### src/rtl/mtb_pkg.sv
`timescale 1ns/1ps
package mtb_pkg;

  typedef enum logic {
    SRC_XTAL = 1'b0,
    SRC_AC   = 1'b1
  } src_e;

  // Nominal mains period in crystal cycles, rounded to nearest.
  function automatic int nom_period(input int xtal_hz, input int line_hz);
    return (xtal_hz + line_hz / 2) / line_hz;
  endfunction

endpackage

### src/rtl/mtb_edge_sync.sv
`timescale 1ns/1ps
module mtb_edge_sync #(
  parameter int STAGES = 2
) (
  input  logic clk,
  input  logic rst_n,
  input  logic async_in,
  output logic rise
);

  logic [STAGES-1:0] chain_q, chain_d;
  logic              prev_q, prev_d;

  always_comb begin
    chain_d = {chain_q[STAGES-2:0], async_in};
    prev_d  = chain_q[STAGES-1];
  end

  always_ff @(posedge clk or negedge rst_n) begin
    if (!rst_n) begin
      chain_q <= '0;
      prev_q  <= 1'b0;
    end else begin
      chain_q <= chain_d;
      prev_q  <= prev_d;
    end
  end

  assign rise = chain_q[STAGES-1] & ~prev_q;


  edge_single_chk: assert property (@(posedge clk) disable iff (!rst_n)
    rise |=> !rise)
    else $error("edge detector fired on consecutive cycles");

endmodule

### src/rtl/mtb_ac_qual.sv
`timescale 1ns/1ps
module mtb_ac_qual import mtb_pkg::*; #(
  parameter int XTAL_HZ    = 32768,
  parameter int LINE_A_HZ  = 60,
  parameter int LINE_B_HZ  = 50,
  parameter int TOL_DIV    = 20,
  parameter int QUAL_CNT   = 8
) (
  input  logic clk,
  input  logic rst_n,
  input  logic ac_edge,
  input  logic line_50hz,
  output logic ac_ready
);

  localparam int PA   = nom_period(XTAL_HZ, LINE_A_HZ);
  localparam int PB   = nom_period(XTAL_HZ, LINE_B_HZ);
  localparam int LO_A = PA - PA / TOL_DIV;
  localparam int HI_A = PA + PA / TOL_DIV;
  localparam int LO_B = PB - PB / TOL_DIV;
  localparam int HI_B = PB + PB / TOL_DIV;
  localparam int HMAX = (HI_A > HI_B) ? HI_A : HI_B;
  localparam int PW   = $clog2(HMAX + 3);
  localparam int GW   = $clog2(QUAL_CNT + 1);
  localparam logic [PW-1:0] PSAT  = PW'(HMAX + 1);
  localparam logic [GW-1:0] GFULL = GW'(QUAL_CNT);

  logic [PW-1:0] pcnt_q, pcnt_d, period, lo, hi;
  logic [GW-1:0] good_q, good_d;
  logic          have_q, have_d;
  logic          in_win;

  always_comb begin
    lo     = line_50hz ? PW'(LO_B) : PW'(LO_A);
    hi     = line_50hz ? PW'(HI_B) : PW'(HI_A);
    period = pcnt_q + 1'b1;
    in_win = (period >= lo) && (period <= hi);

    pcnt_d = pcnt_q;
    have_d = have_q;
    good_d = good_q;
    if (ac_edge) begin
      pcnt_d = '0;
      have_d = 1'b1;
      if (have_q && in_win)
        good_d = (good_q == GFULL) ? GFULL : good_q + 1'b1;
      else
        good_d = '0;
    end else begin
      if (pcnt_q != PSAT)
        pcnt_d = pcnt_q + 1'b1;
      if (pcnt_q >= hi)
        good_d = '0;
    end
  end

  always_ff @(posedge clk or negedge rst_n) begin
    if (!rst_n) begin
      pcnt_q <= '0;
      have_q <= 1'b0;
      good_q <= '0;
    end else begin
      pcnt_q <= pcnt_d;
      have_q <= have_d;
      good_q <= good_d;
    end
  end

  assign ac_ready = (good_q == GFULL);


  ready_rise_chk: assert property (@(posedge clk) disable iff (!rst_n)
    $rose(ac_ready) |-> $past(ac_edge))
    else $error("qualification rose without a mains edge");


  bad_drop_chk: assert property (@(posedge clk) disable iff (!rst_n)
    (ac_edge && !in_win) |=> !ac_ready)
    else $error("out-of-window period left the line qualified");

endmodule

### src/rtl/mtb_tick_gen.sv
`timescale 1ns/1ps
module mtb_tick_gen import mtb_pkg::*; #(
  parameter int XTAL_HZ   = 32768,
  parameter int TPS       = 10,
  parameter int LINE_A_HZ = 60,
  parameter int LINE_B_HZ = 50
) (
  input  logic clk,
  input  logic rst_n,
  input  logic ac_edge,
  input  logic use_ac,
  input  logic line_50hz,
  output logic tick,
  output logic src_ac
);

  localparam int BASE  = XTAL_HZ / TPS;
  localparam int EXTRA = XTAL_HZ % TPS;
  localparam int XW    = $clog2(BASE + 2);
  localparam int IW    = $clog2(TPS + 1);
  localparam int NA    = LINE_A_HZ / TPS;
  localparam int NB    = LINE_B_HZ / TPS;
  localparam int NMAX  = (NA > NB) ? NA : NB;
  localparam int AW    = $clog2(NMAX + 1);
  localparam int PA    = nom_period(XTAL_HZ, LINE_A_HZ);
  localparam int PB    = nom_period(XTAL_HZ, LINE_B_HZ);
  localparam logic [XW-1:0] LONG_M1  = XW'(BASE);
  localparam logic [XW-1:0] SHORT_M1 = XW'(BASE - 1);
  localparam logic [IW-1:0] IDX_LAST = IW'(TPS - 1);

  src_e          src_q, src_d;
  logic [XW-1:0] xcnt_q, xcnt_d, len_m1, pnom, carry_x;
  logic [AW-1:0] acnt_q, acnt_d, nper_m1, carry_a;
  logic [IW-1:0] idx_q, idx_d, idx_inc;
  logic          tick_q, tick_d;

  // Phase translation between the two units.
  always_comb begin
    pnom    = line_50hz ? XW'(PB) : XW'(PA);
    nper_m1 = line_50hz ? AW'(NB - 1) : AW'(NA - 1);
    len_m1  = (idx_q < IW'(EXTRA)) ? LONG_M1 : SHORT_M1;
    idx_inc = (idx_q == IDX_LAST) ? '0 : idx_q + 1'b1;
    carry_x = XW'(acnt_q) * pnom;
    carry_a = '0;
    for (int k = 1; k < NMAX; k++) begin
      if ((AW'(k) <= nper_m1) && (xcnt_q >= XW'(k) * pnom))
        carry_a = AW'(k);
    end
  end

  // Next state.
  always_comb begin
    src_d  = use_ac ? SRC_AC : SRC_XTAL;
    xcnt_d = xcnt_q;
    acnt_d = acnt_q;
    idx_d  = idx_q;
    tick_d = 1'b0;
    if (src_d != src_q) begin
      if (src_d == SRC_AC) begin
        acnt_d = carry_a;
        xcnt_d = '0;
      end else begin
        xcnt_d = carry_x;
        acnt_d = '0;
      end
    end else if (src_q == SRC_XTAL) begin
      if (xcnt_q >= len_m1) begin
        tick_d = 1'b1;
        xcnt_d = '0;
        idx_d  = idx_inc;
      end else begin
        xcnt_d = xcnt_q + 1'b1;
      end
    end else if (ac_edge) begin
      if (acnt_q >= nper_m1) begin
        tick_d = 1'b1;
        acnt_d = '0;
        idx_d  = idx_inc;
      end else begin
        acnt_d = acnt_q + 1'b1;
      end
    end
  end

  always_ff @(posedge clk or negedge rst_n) begin
    if (!rst_n) begin
      src_q  <= SRC_XTAL;
      xcnt_q <= '0;
      acnt_q <= '0;
      idx_q  <= '0;
      tick_q <= 1'b0;
    end else begin
      src_q  <= src_d;
      xcnt_q <= xcnt_d;
      acnt_q <= acnt_d;
      idx_q  <= idx_d;
      tick_q <= tick_d;
    end
  end

  assign tick   = tick_q;
  assign src_ac = (src_q == SRC_AC);


  tick_gap_chk: assert property (@(posedge clk) disable iff (!rst_n)
    tick_q |=> !tick_q)
    else $error("ticks on consecutive cycles");


  xcnt_range_chk: assert property (@(posedge clk) disable iff (!rst_n)
    (src_q == SRC_XTAL) |-> (xcnt_q <= LONG_M1))
    else $error("crystal phase beyond longest tick");


  src_follow_chk: assert property (@(posedge clk) disable iff (!rst_n)
    !use_ac |=> !src_ac)
    else $error("mains source kept without qualification or with power failed");

endmodule

### src/rtl/mtb_fout_div.sv
`timescale 1ns/1ps
module mtb_fout_div #(
  parameter int NSEL   = 7,
  parameter int FSEL_W = 3
) (
  input  logic              clk,
  input  logic              rst_n,
  input  logic [FSEL_W-1:0] fout_sel,
  output logic              fout
);

  localparam int CW = 2 * NSEL - 1;

  logic [CW-1:0] cnt_q, cnt_d;
  logic          fout_q, fout_d;

  always_comb begin
    cnt_d  = cnt_q + 1'b1;
    fout_d = 1'b0;
    for (int s = 1; s <= NSEL; s++) begin
      if (fout_sel == FSEL_W'(s))
        fout_d = cnt_q[2*s-2];
    end
  end

  always_ff @(posedge clk or negedge rst_n) begin
    if (!rst_n) begin
      cnt_q  <= '0;
      fout_q <= 1'b0;
    end else begin
      cnt_q  <= cnt_d;
      fout_q <= fout_d;
    end
  end

  assign fout = fout_q;


  fout_off_chk: assert property (@(posedge clk) disable iff (!rst_n)
    (fout_sel == '0) |=> !fout_q)
    else $error("frequency output active while disabled");

endmodule

### src/rtl/mains_timebase.sv
`timescale 1ns/1ps
module mains_timebase import mtb_pkg::*; #(
  parameter  int XTAL_HZ     = 32768,
  parameter  int TPS         = 10,
  parameter  int LINE_A_HZ   = 60,
  parameter  int LINE_B_HZ   = 50,
  parameter  int TOL_DIV     = 20,
  parameter  int QUAL_CNT    = 8,
  parameter  int SYNC_STAGES = 2,
  parameter  int FOUT_SELS   = 7,
  localparam int FSEL_W      = $clog2(FOUT_SELS + 1)
) (
  input  logic              clk_xtal,
  input  logic              rst_n,
  input  logic              ac_pulse,
  input  logic              line_50hz,
  input  logic              pwr_fail,
  input  logic [FSEL_W-1:0] fout_sel,
  output logic              tick,
  output logic              ac_ready,
  output logic              src_ac,
  output logic              fout
);

  logic [1:0] rst_sync_q;
  logic       rst_int_n;
  logic       ac_edge;
  logic       use_ac;

  // Reset asserted asynchronously, released on the clock.
  always_ff @(posedge clk_xtal or negedge rst_n) begin
    if (!rst_n) rst_sync_q <= 2'b00;
    else        rst_sync_q <= {rst_sync_q[0], 1'b1};
  end
  assign rst_int_n = rst_sync_q[1];

  mtb_edge_sync #(.STAGES(SYNC_STAGES)) u_sync (
    .clk      (clk_xtal),
    .rst_n    (rst_int_n),
    .async_in (ac_pulse),
    .rise     (ac_edge)
  );

  mtb_ac_qual #(
    .XTAL_HZ   (XTAL_HZ),
    .LINE_A_HZ (LINE_A_HZ),
    .LINE_B_HZ (LINE_B_HZ),
    .TOL_DIV   (TOL_DIV),
    .QUAL_CNT  (QUAL_CNT)
  ) u_qual (
    .clk       (clk_xtal),
    .rst_n     (rst_int_n),
    .ac_edge   (ac_edge),
    .line_50hz (line_50hz),
    .ac_ready  (ac_ready)
  );

  assign use_ac = ac_ready & ~pwr_fail;

  mtb_tick_gen #(
    .XTAL_HZ   (XTAL_HZ),
    .TPS       (TPS),
    .LINE_A_HZ (LINE_A_HZ),
    .LINE_B_HZ (LINE_B_HZ)
  ) u_tick (
    .clk       (clk_xtal),
    .rst_n     (rst_int_n),
    .ac_edge   (ac_edge),
    .use_ac    (use_ac),
    .line_50hz (line_50hz),
    .tick      (tick),
    .src_ac    (src_ac)
  );

  mtb_fout_div #(.NSEL(FOUT_SELS), .FSEL_W(FSEL_W)) u_fout (
    .clk      (clk_xtal),
    .rst_n    (rst_int_n),
    .fout_sel (fout_sel),
    .fout     (fout)
  );

endmodule

### config.mk
export PLATFORM = sky130hd
export DESIGN_NAME = mains_timebase
export DESIGN_NICKNAME = d
export VERILOG_FILES = /design/src/rtl/mtb_pkg.sv /design/src/rtl/mtb_edge_sync.sv /design/src/rtl/mtb_ac_qual.sv /design/src/rtl/mtb_tick_gen.sv /design/src/rtl/mtb_fout_div.sv /design/src/rtl/mains_timebase.sv
export SDC_FILE = /design/constraint.sdc
export NUM_CORES = 1
export LEC_CHECK = 0
export ABC_CLOCK_PERIOD_IN_PS = 2029
export BUFFER_PORTS_ARGS = -buffer_cell sky130_fd_sc_hd__buf_2
export CORE_MARGIN = 10
export CORE_UTILIZATION = 35
export CTS_CLUSTER_SIZE = 12
export DETAILED_ROUTE_END_ITERATION = 7
export GPL_TIMING_DRIVEN = 0
export SLEW_MARGIN = 25
export SYNTH_ARGS = -nofsm -noshare
export SYNTH_HDL_FRONTEND = slang
export SYNTH_SLANG_ARGS = --single-unit
### constraint.sdc
create_clock -name clk_xtal -period 2.03 [get_ports clk_xtal]
set_input_delay 0.406 -clock clk_xtal [delete_from_list [all_inputs] [get_ports clk_xtal]]
set_output_delay 0.406 -clock clk_xtal [all_outputs]
set_load 0.01 [all_outputs]
# Word-level counts from Yosys, hierarchy flattened
# Cells that the tools add are included.
# word_totals
reg_bits	55
in_bits	8
# classes
n_eq_ne	14
mux	43
n_addsub	6
multipliers	3
n_lt_le_gt_ge	16
bitwise	5
n_reduce_logical	14
# ops
op	count
12-bit >= comparator	6
12-bit 2-to-1 mux	4
4-bit 2-to-1 mux	9
3-bit 2-to-1 mux	10
10-bit >= comparator	2
10-bit 2-to-1 mux	2
8-bit 2-to-1 mux	2
1-bit 2-to-1 mux	15
13-bit by 1-bit adder with 13-bit output (second input constant)	1
12-bit by 1-bit adder with 12-bit output (second input constant)	1
3-bit equality test (second input constant)	4
2-bit by 12-bit multiplier with 12-bit output (first input constant)	1
3-bit by 12-bit multiplier with 12-bit output	1
3-bit by 12-bit multiplier with 12-bit output (first input constant)	1
10-bit by 1-bit adder with 10-bit output (second input constant)	1
10-bit <= comparator	1
10-bit inequality test (second input constant)	1
2-bit nonzero test	5
4-bit by 1-bit adder with 4-bit output (second input constant)	2
4-bit equality test (second input constant)	2
1-bit logical AND	7
7-bit 2-to-1 mux	1
3-bit by 2-bit equality test with 1-bit output (second input constant)	2
2-bit by 3-bit <= comparator with 1-bit output (first input constant)	2
12 further kinds	18

# Logic depth before layout (Yosys ltp)
# Gate-level depths: netlist of run 1.
# logic_depth
depth_word	10
mapped_depth	13
ltp_nobuf	11

# By module
# Synthesis of run 1 repeated with hierarchy kept, for this count alone.
# unflattened
cells_unflattened	496
hier_area_um2	4599.4
# by_module_without_submodules
module	instances	seq_area_each_um2	area_per_inst_um2	cells_per_inst
mtb_tick_gen	1	525.5	2557.5	306
mtb_ac_qual	1	375.4	1236.2	130
mtb_fout_div	1	350.3	649.4	52
mtb_edge_sync	1	75.1	88.8	4
mains_timebase	1	50.0	67.6	4

# Least setup slack after synthesis of run 1
# OpenSTA, ideal clock, no wires.
# synth_timing
path_type	flip-flop to flip-flop
from	register u_tick.acnt_q[2]
to	register u_tick.xcnt_q[10]
stages_incl_launch_ff	13
setup_ns	0.138
period_less_slack_ns	3.040
t_required_ns	1.892
arrival_ns	2.902
slack_ns	-1.010
cell_sequence	dfrtp_1 clkbuf_1 and2_1 fa_1 ha_1 fa_1 a21o_1 a21o_1 a21oi_1 nor2b_1 o21ai_0 xor2_1 o221ai_1
# synth_between
elab_chain_len	3
# synth_lines
item	line_no	text
start, declared	mtb_tick_gen.sv:33	logic [AW-1:0] acnt_q, acnt_d, nper_m1, carry_a;
start signal, assigned	mtb_tick_gen.sv:95	acnt_q <= acnt_d;
3-bit by 12-bit multiplier with 12-bit output	mtb_tick_gen.sv:43	carry_x = XW'(acnt_q) * pnom;
12-bit 2-to-1 mux	mtb_tick_gen.sv:59	if (src_d == SRC_AC) begin
12-bit 2-to-1 mux	mtb_tick_gen.sv:58	if (src_d != src_q) begin
end signal, assigned	mtb_tick_gen.sv:94	xcnt_q <= xcnt_d;
end, declared	mtb_tick_gen.sv:32	logic [XW-1:0] xcnt_q, xcnt_d, len_m1, pnom, carry_x;
# No other way between the ends.
# A chain may end at the register's enable or synchronous reset.

# Worst setup path after layout of run 1
# Ends and elaborated chain as after synthesis.

==> flow_summary_export.csv, run 1 <==
group,metric,value,unit
power_and_ir_drop,pwr-share-comb,37.8,%
drt,via_count,3755,
cts,cts.sinks,55,
place,io_buffers,11,
min_path,hold_path_end,"u_sync.chain_q[0]",
worst_setup_path,timing.rr.end,"u_tick.xcnt_q[10]",
drt,viasPerCell,5.55,
drt,ant_nets,0,
logic_synthesis,synth_edf_count,0,
power_and_ir_drop,clockPowerShare,26.8,%
worst_setup_path,r2r_slack,-0.83,ns
logic_synthesis,yosysSeqAreaShare,33.1,%
place,hpwlAfterDp,7340,µm
worst_setup_path,setup.worst_path.end_class,"register",
floorplan,rows,39,
drt,drc_errors,0,
place,finalWeightedCongestion,0.890,
cts,cts_buffers,5,
worst_setup_path,worstSetupStartpointType,"register",
grt,gr-usage-all-layers,13.4,%
grt,grt_max_degree,32,
grt,grt_overflow,0,
power_and_ir_drop,seq_power_share,35.5,%
drt,drtIter0Drc,225,
drt,drt-pass1-iter-count,5,
finish,antennaDiodeCount,0,
grt,antenna_found_initial,0,
logic_synthesis,ys_dominant_reg_cell,"dfrtp_1",
logic_synthesis,synth.net_count,521,
power_and_ir_drop,vdd_ir_drop_max,0.000353,V
finish,fin_util,49.6,%
finish,nets,596,
cts,clk_path_buf_depth,2,
worst_setup_path,worstReg2RegStart,"u_tick.acnt_q[2]",
sta,hold_violations,0,
outcome,run_status,"finished with violations",
logic_synthesis,syn_area_per_cell,9.11,µm²
worst_setup_path,required,2.19,ns
logic_synthesis,netlist_area,4160,µm²
grt,grt_pass1_wl,18200,µm
power_and_ir_drop,switchingPower,0.00135,W
power_and_ir_drop,p_int,0.00252,W
grt,grt_pass1_vias,3625,
min_path,min_path_type,"input port to register",
place,numPlacedInstances,612,
power_and_ir_drop,power.leakage,2.51,nW
floorplan,start_util,36.1,%
finish,drive_gt1_share,37.3,%
min_path,hold_path_startpoint,"ac_pulse",
sta,setup_slack,-0.834,ns
job,maxCapViolations,0,
worst_setup_path,criticalPathCategory,"register to register",
finish,final_area,5710,µm²
place,post_dp_cell_area,4630,µm²
power_and_ir_drop,power_density,677,nW/µm²
floorplan,die_area,16700,µm²
sta,fmax,349,MHz
cts,worstSkewPairLatency,0.30,ns
worst_setup_path,cp.arrival,3.03,ns
drt,routed_wirelength,11200,µm
logic_synthesis,yosysUniqueCellTypes,68,
cts,htree_levels,2,
sta,period_needed,2.86,ns
sta,setup_viol,14,
cts,cts.reportedPaths.clkPinSlew,0.08,ns
logic_synthesis,ys_warn_count,0,
min_path,hold_path_depth,1,
drt,drt-wirelength-per-cell,16.6,µm
floorplan,fp.dieW,129,µm
logic_synthesis,postSynthCellCount,457,
sta,worst_clock_skew,0.00485,ns
finish,area_growth,37.1,%
floorplan,io_pins,12,
cts,cts_tree,"done",
worst_setup_path,reg2reg_depth,12,
floorplan,core_area,11500,µm²
sta,slew_violations,0,
cts,cts-root-buf,"clkbuf_16",
worst_setup_path,cp_max_fo,2,
floorplan,die_height,129,µm
power_and_ir_drop,p_total,0.00386,W
logic_synthesis,async_flop_share,100,%
sta,rsz0062_at_grt,"yes",
power_and_ir_drop,switching_share,34.8,%
outcome,violations,"negative setup slack",
finish,instances_no_fill,676,
sta,finalCritPeriodShare,141,%
finish,n_fill_cell,1063,
logic_synthesis,ys_seq_elements,55,
[critical path, stage by stage (launching register included)]
cell and delay [ns]:
dfrtp_1 0.40, clkbuf_8 0.14, and2_4 0.13, fa_1 0.45, ha_2 0.21, fa_2 0.34
a21o_1 0.17, a21o_1 0.21, a21oi_2 0.16, nor2b_1 0.07, o21ai_2 0.12, xor2_1 0.19
o221ai_1 0.14
[per-layer routing]
metal	GRT usage (%)	vias to the layer above	wire length [µm]
met3	1.96	16	287
met2	21.8	67	5440
met1	17.6	1877	5200
li1	-	1795	-
met4	5.02	0	279
met5	0	-	0
[power groups by stage]
stage	clock (W)	sequential (W)	combinational, W
after floorplan	0	0.00135	0.000732
after global placement	0	0.00140	0.000934
after detailed placement	0	0.00139	0.000976
after CTS	0.00107	0.00136	0.00120
after global routing	0.00110	0.00139	0.00160
final	0.00103	0.00137	0.00146
[flip-flops by register name (all words and copies together) (netlist names)]
name and count:
u_tick.acnt_q 3, u_fout.fout 1, u_qual.good_q 4, u_tick.tick 1, u_qual.have_q 1, rst_sync_q 2
u_tick.idx_q 4, u_tick.xcnt_q 12, u_sync.prev_q 1, u_qual.pcnt_q 10, u_tick.src_ac 1, u_fout.cnt_q 13
u_sync.chain_q 2
[cell usage in the layout, fill, tap and decap left out, drive strengths merged, types with 9 or more instances in the layout]
cell type	netlist	layout
a21o	9	9
a21oi	25	25
and3	12	12
buf	4	71
clkbuf	9	12
dfrtp	55	55
ha	52	52
inv	26	27
nand2	33	33
nand3	19	19
nor2	40	40
o21ai	33	33
xnor2	20	20
xor2	9	9
[metrics by stage]
stage,setup slack (ns),hold WS (ns),setup TNS [ns]
finish,-0.834,0.206,-6.20
CTS,-0.861,0.198,-5.67
global route,-0.970,0.194,-7.63
floorplan,-0.699,0.110,-5.18
detailed placement,-1.50,0.196,-25.40
global placement,-1.49,0.192,-42.44
[cells in the mapped netlist, drive strengths merged (4+ instances only)]
cell / instances / share of area (%)
xor2: 9 / 1.9
nand4: 5 / 0.75
nand2: 33 / 3.0
a31oi: 7 / 1.1
nor2b: 8 / 1.2
inv: 26 / 2.3
dfrtp: 55 / 33
buf: 4 / 0.84
nand3: 19 / 2.6
o21a: 4 / 0.72
nor3: 7 / 0.84
a21oi: 25 / 3.0
and2: 6 / 0.96
nor2: 40 / 3.7
ha: 52 / 16
o21ai: 33 / 4.0
and3: 12 / 1.8
xnor2: 20 / 4.2
clkbuf: 9 / 0.81
o221ai: 5 / 1.1
a32oi: 4 / 0.84
a21o: 9 / 1.7
fa: 4 / 1.9
nand2b: 8 / 1.2
[cell type report]
class	count	area (µm²)	share of cell area (%)
Buffer	10	75.1	1.32
Clock buffer	5	125	2.19
Clock inverter	3	50.0	0.877
Inverter	26	101	1.78
Multi-Input combinational cell	363	3160	55.3
Sequential cell	55	1400	24.4
Tap cell	143	179	3.14
Timing Repair Buffer	70	616	10.8
Timing Repair inverter	1	7.51	0.132
[cells by family (layout without fill, tap and decap cells)]
| logic type | after synthesis | in the layout | share of synthesized area (%) |
|---|---|---|---|
| AND/OR/NAND/NOR | 158 | 158 | 19.7 |
| AO/OA/AOI/OAI | 116 | 116 | 18.5 |
| adder cells (fa/ha/maj) | 56 | 56 | 17.6 |
| flip-flops | 55 | 55 | 33.1 |
| buffers and inverters | 39 | 115 | 4.00 |
| XOR/XNOR | 29 | 29 | 6.10 |
| multiplexers | 3 | 3 | 1.02 |
| other | 1 | 1 | 0.0901 |
[how the worst max path moves through the flow]
stage,slack (ns),from,cells after the start,to
2_1_floorplan,-0.70,u_tick.acnt_q[2],12,u_tick.xcnt_q[10]
3_3_place_gp,-1.49,line_50hz,8,u_tick.acnt_q[0]
3_5_place_dp,-1.50,line_50hz,8,u_tick.acnt_q[0]
4_1_cts,-0.86,u_tick.acnt_q[2],12,u_tick.xcnt_q[10]
5_1_grt,-0.97,u_tick.acnt_q[2],12,u_tick.xcnt_q[10]
6_report,-0.83,u_tick.acnt_q[2],12,u_tick.xcnt_q[10]
[repair_timing]
item                                    in CTS  in global routing
setup buffers                               33                 23
hold endpoints to repair                     2                  0
endpoints found under the setup margin      24                 23
pin swaps                                   39                 36
hold buffers                                 1                  0
gates resized for setup                     54                 67
gates cloned                                 2                  0
Power figures use the tool's default switching activity.
==> run 2, diff against run 1 <==
--- a/config.mk
+++ b/config.mk
@@ -12,6 +12,7 @@
 export CTS_CLUSTER_SIZE = 12
 export DETAILED_ROUTE_END_ITERATION = 7
 export GPL_TIMING_DRIVEN = 0
+export SKIP_CTS_REPAIR_TIMING = 1
 export SLEW_MARGIN = 25
 export SYNTH_ARGS = -nofsm -noshare
 export SYNTH_HDL_FRONTEND = slang
==> run 2 against run 1 <==
The flow still finishes with violations (negative setup slack). Critical path depth unchanged. Register-to-register slack lost 0.04 ns. Total power down 3.2%. Worst setup slack lost 0.039 ns. Maximum frequency down 1.3%. Critical path type unchanged. Utilization is 0.35 points lower. Combinational power down 9.6%. Highest routed layer unchanged. Sequential share of layout area rose by 0.062 points.
==> flow_summary_export.csv, run 2 (synthesis gave the netlist of run 1 again) <==
group,metric,value,unit
grt,grt_pass1_wl,16600,µm
place,dpl_worst_slack,-1.50,ns
grt,grt_overflow,0,
finish,antennaDiodeCount,0,
cts,htree_levels,2,
power_and_ir_drop,vdd_ir_drop_max,0.000349,V
sta,fmax,345,MHz
drt,drt-wirelength-per-cell,16.3,µm
floorplan,start_util,36.1,%
cts,clk_path_buf_depth,2,
drt,drc_errors,0,
sta,finalCritPeriodShare,143,%
grt,grt_pass1_vias,3357,
place,post_dp_cell_area,4630,µm²
worst_setup_path,cp_common_cell,"a21o_1",
sta,setup_slack,-0.873,ns
worst_setup_path,crit_buf_inv,1,
worst_setup_path,critPathMaxStageDelay,0.48,ns
sta,timing.hold.ws,0.206,ns
drt,drt-pass1-iter-count,5,
finish,multi_input_area,3090,µm²
power_and_ir_drop,power.leakage,2.50,nW
cts,cts_buffers,5,
floorplan,io_pins,12,
worst_setup_path,setup.worst_path.end_class,"register",
worst_setup_path,cp_max_fo,4,
drt,via_count,3744,
grt,grt_max_degree,32,
cts,cts-root-buf,"clkbuf_16",
place,finalWeightedCongestion,0.890,
outcome,run_status,"finished with violations",
cts,worstSkewPairLatency,0.31,ns
floorplan,die_area,16700,µm²
floorplan,core_area,11500,µm²
worst_setup_path,criticalPathCategory,"register to register",
sta,rsz0062_at_grt,"yes",
power_and_ir_drop,power_density,660,nW/µm²
finish,reg_top3,"u_fout.cnt_q (13), u_tick.xcnt_q (12), u_qual.pcnt_q (10)",
finish,final_area,5670,µm²
sta,setup_viol,22,
floorplan,fp.dieW,129,µm
drt,drtIter0Drc,226,
drt,ant_nets,0,
sta,period_needed,2.90,ns
cts,cts.reportedPaths.clkPinSlew,0.07,ns
finish,regArea,1390,µm²
finish,top_register,"u_fout.cnt_q",
finish,largest_reg_flops,13,
job,maxCapViolations,0,
finish,nets,601,
finish,layout.cells.most_common,"buf_4",
place,io_buffers,11,
drt,viasPerCell,5.50,
finish,final_cell_mix,"buf_4, dfrtp_1, ha_1, nor2_1, nand2_1",
worst_setup_path,crit_chain,"buf_8, and2_4, fa_1, ha_4, fa_2, a21o_1, a21o_1, a21oi_2, nor2b_1, o21ai_2, xor2_1, o221ai_1",
outcome,violations,"negative setup slack",
cts,cts.sinks,55,
floorplan,die_height,129,µm
sta,setup_tns,-7.22,ns
worst_setup_path,cp.arrival,3.07,ns
worst_setup_path,required,2.20,ns
grt,antenna_found_initial,0,
min_path,min_path_type,"input port to register",
sta,hold_violations,0,
worst_setup_path,slowest_stage,"fa_1",
finish,drive_gt1_share,34.0,%
sta,worst_clock_skew,0.00917,ns
grt,gr-usage-all-layers,12.1,%
sta,tightest_slew,0.531,ns
floorplan,rows,39,
finish,area_growth,36.2,%
sta,slew-limit-headroom,64.6,%
finish,n_fill_cell,1056,
worst_setup_path,worstSetupStartpointType,"register",
worst_setup_path,path_delay_family,"adder cells",
drt,routed_wirelength,11100,µm
place,hpwlAfterDp,7340,µm
sta,slew_violations,0,
cts,cts_tree,"done",
run 2: cell types whose count changed in the layout (fill, tap and decap cells not counted), sizes merged:
cell,delta
buf,+5
bufbuf,-1
clkbuf,+1
run 2: worst register-to-register path, stage by stage, from the launching register on:
cell	delay [ns]
dfrtp_2	0.43
buf_8	0.13
and2_4	0.14
fa_1	0.48
ha_4	0.19
fa_2	0.36
a21o_1	0.18
a21o_1	0.18
a21oi_2	0.14
nor2b_1	0.07
o21ai_2	0.12
xor2_1	0.20
o221ai_1	0.14
run 2: worst paths after layout:
| kind | start | end | slack, ns | cells after the start |
|---|---|---|---|---|
| min in group asynchronous | rst_sync_q[1] | u_tick.idx_q[0] | 0.23 | 0 |
| max | u_tick.acnt_q[2] | u_tick.xcnt_q[10] | -0.87 | 12 |
| min reg2reg | rst_sync_q[1] | u_tick.idx_q[0] | 0.23 | 0 |
| min | ac_pulse | u_sync.chain_q[0] | 0.21 | 1 |
| max in group asynchronous | rst_sync_q[1] | u_tick.acnt_q[0] | 1.31 | 1 |
| max reg2reg | u_tick.acnt_q[2] | u_tick.xcnt_q[10] | -0.87 | 12 |
run 2: layer usage:
layer / wire length (µm) / vias to the layer above / part of all wire, % / GRT usage, %
met2: 5440 / 72 / 49 / 19.5
met1: 5110 / 1853 / 46 / 16.2
met5: 0 / - / 0 / 0
li1: - / 1800 / - / -
met3: 304 / 19 / 2.7 / 1.84
met4: 281 / 0 / 2.5 / 4.41
run 2: report_power, final:
part	total (W)	switching, W	internal, W
Sequential	0.00139	0.000190	0.00120
Combinational	0.00132	0.000675	0.000641
Clock	0.00104	0.000441	0.000596
run 2: through the flow:
| stage | power, W | util [%] | instances |
|---|---|---|---|
| after floorplan | 0.00208 | - | 457 |
| after global placement | 0.00234 | 40.0 | 611 |
| after detailed placement | 0.00237 | 40.2 | 612 |
| after CTS | 0.00342 | 41.7 | 620 |
| after global routing | 0.00396 | 49.2 | 681 |
| final | 0.00374 | 49.2 | 681 |
run 2: area by class of cell:
class / instances / area share [%]
inverters: 26 / 1.79
flip-flops and latches: 55 / 24.5
clock buffers: 5 / 2.21
plain buffers: 12 / 1.59
clock inverters: 3 / 0.883
repair inverters: 1 / 0.132
well taps: 143 / 3.16
multi-input cells: 363 / 54.5
repair buffers: 73 / 11.2
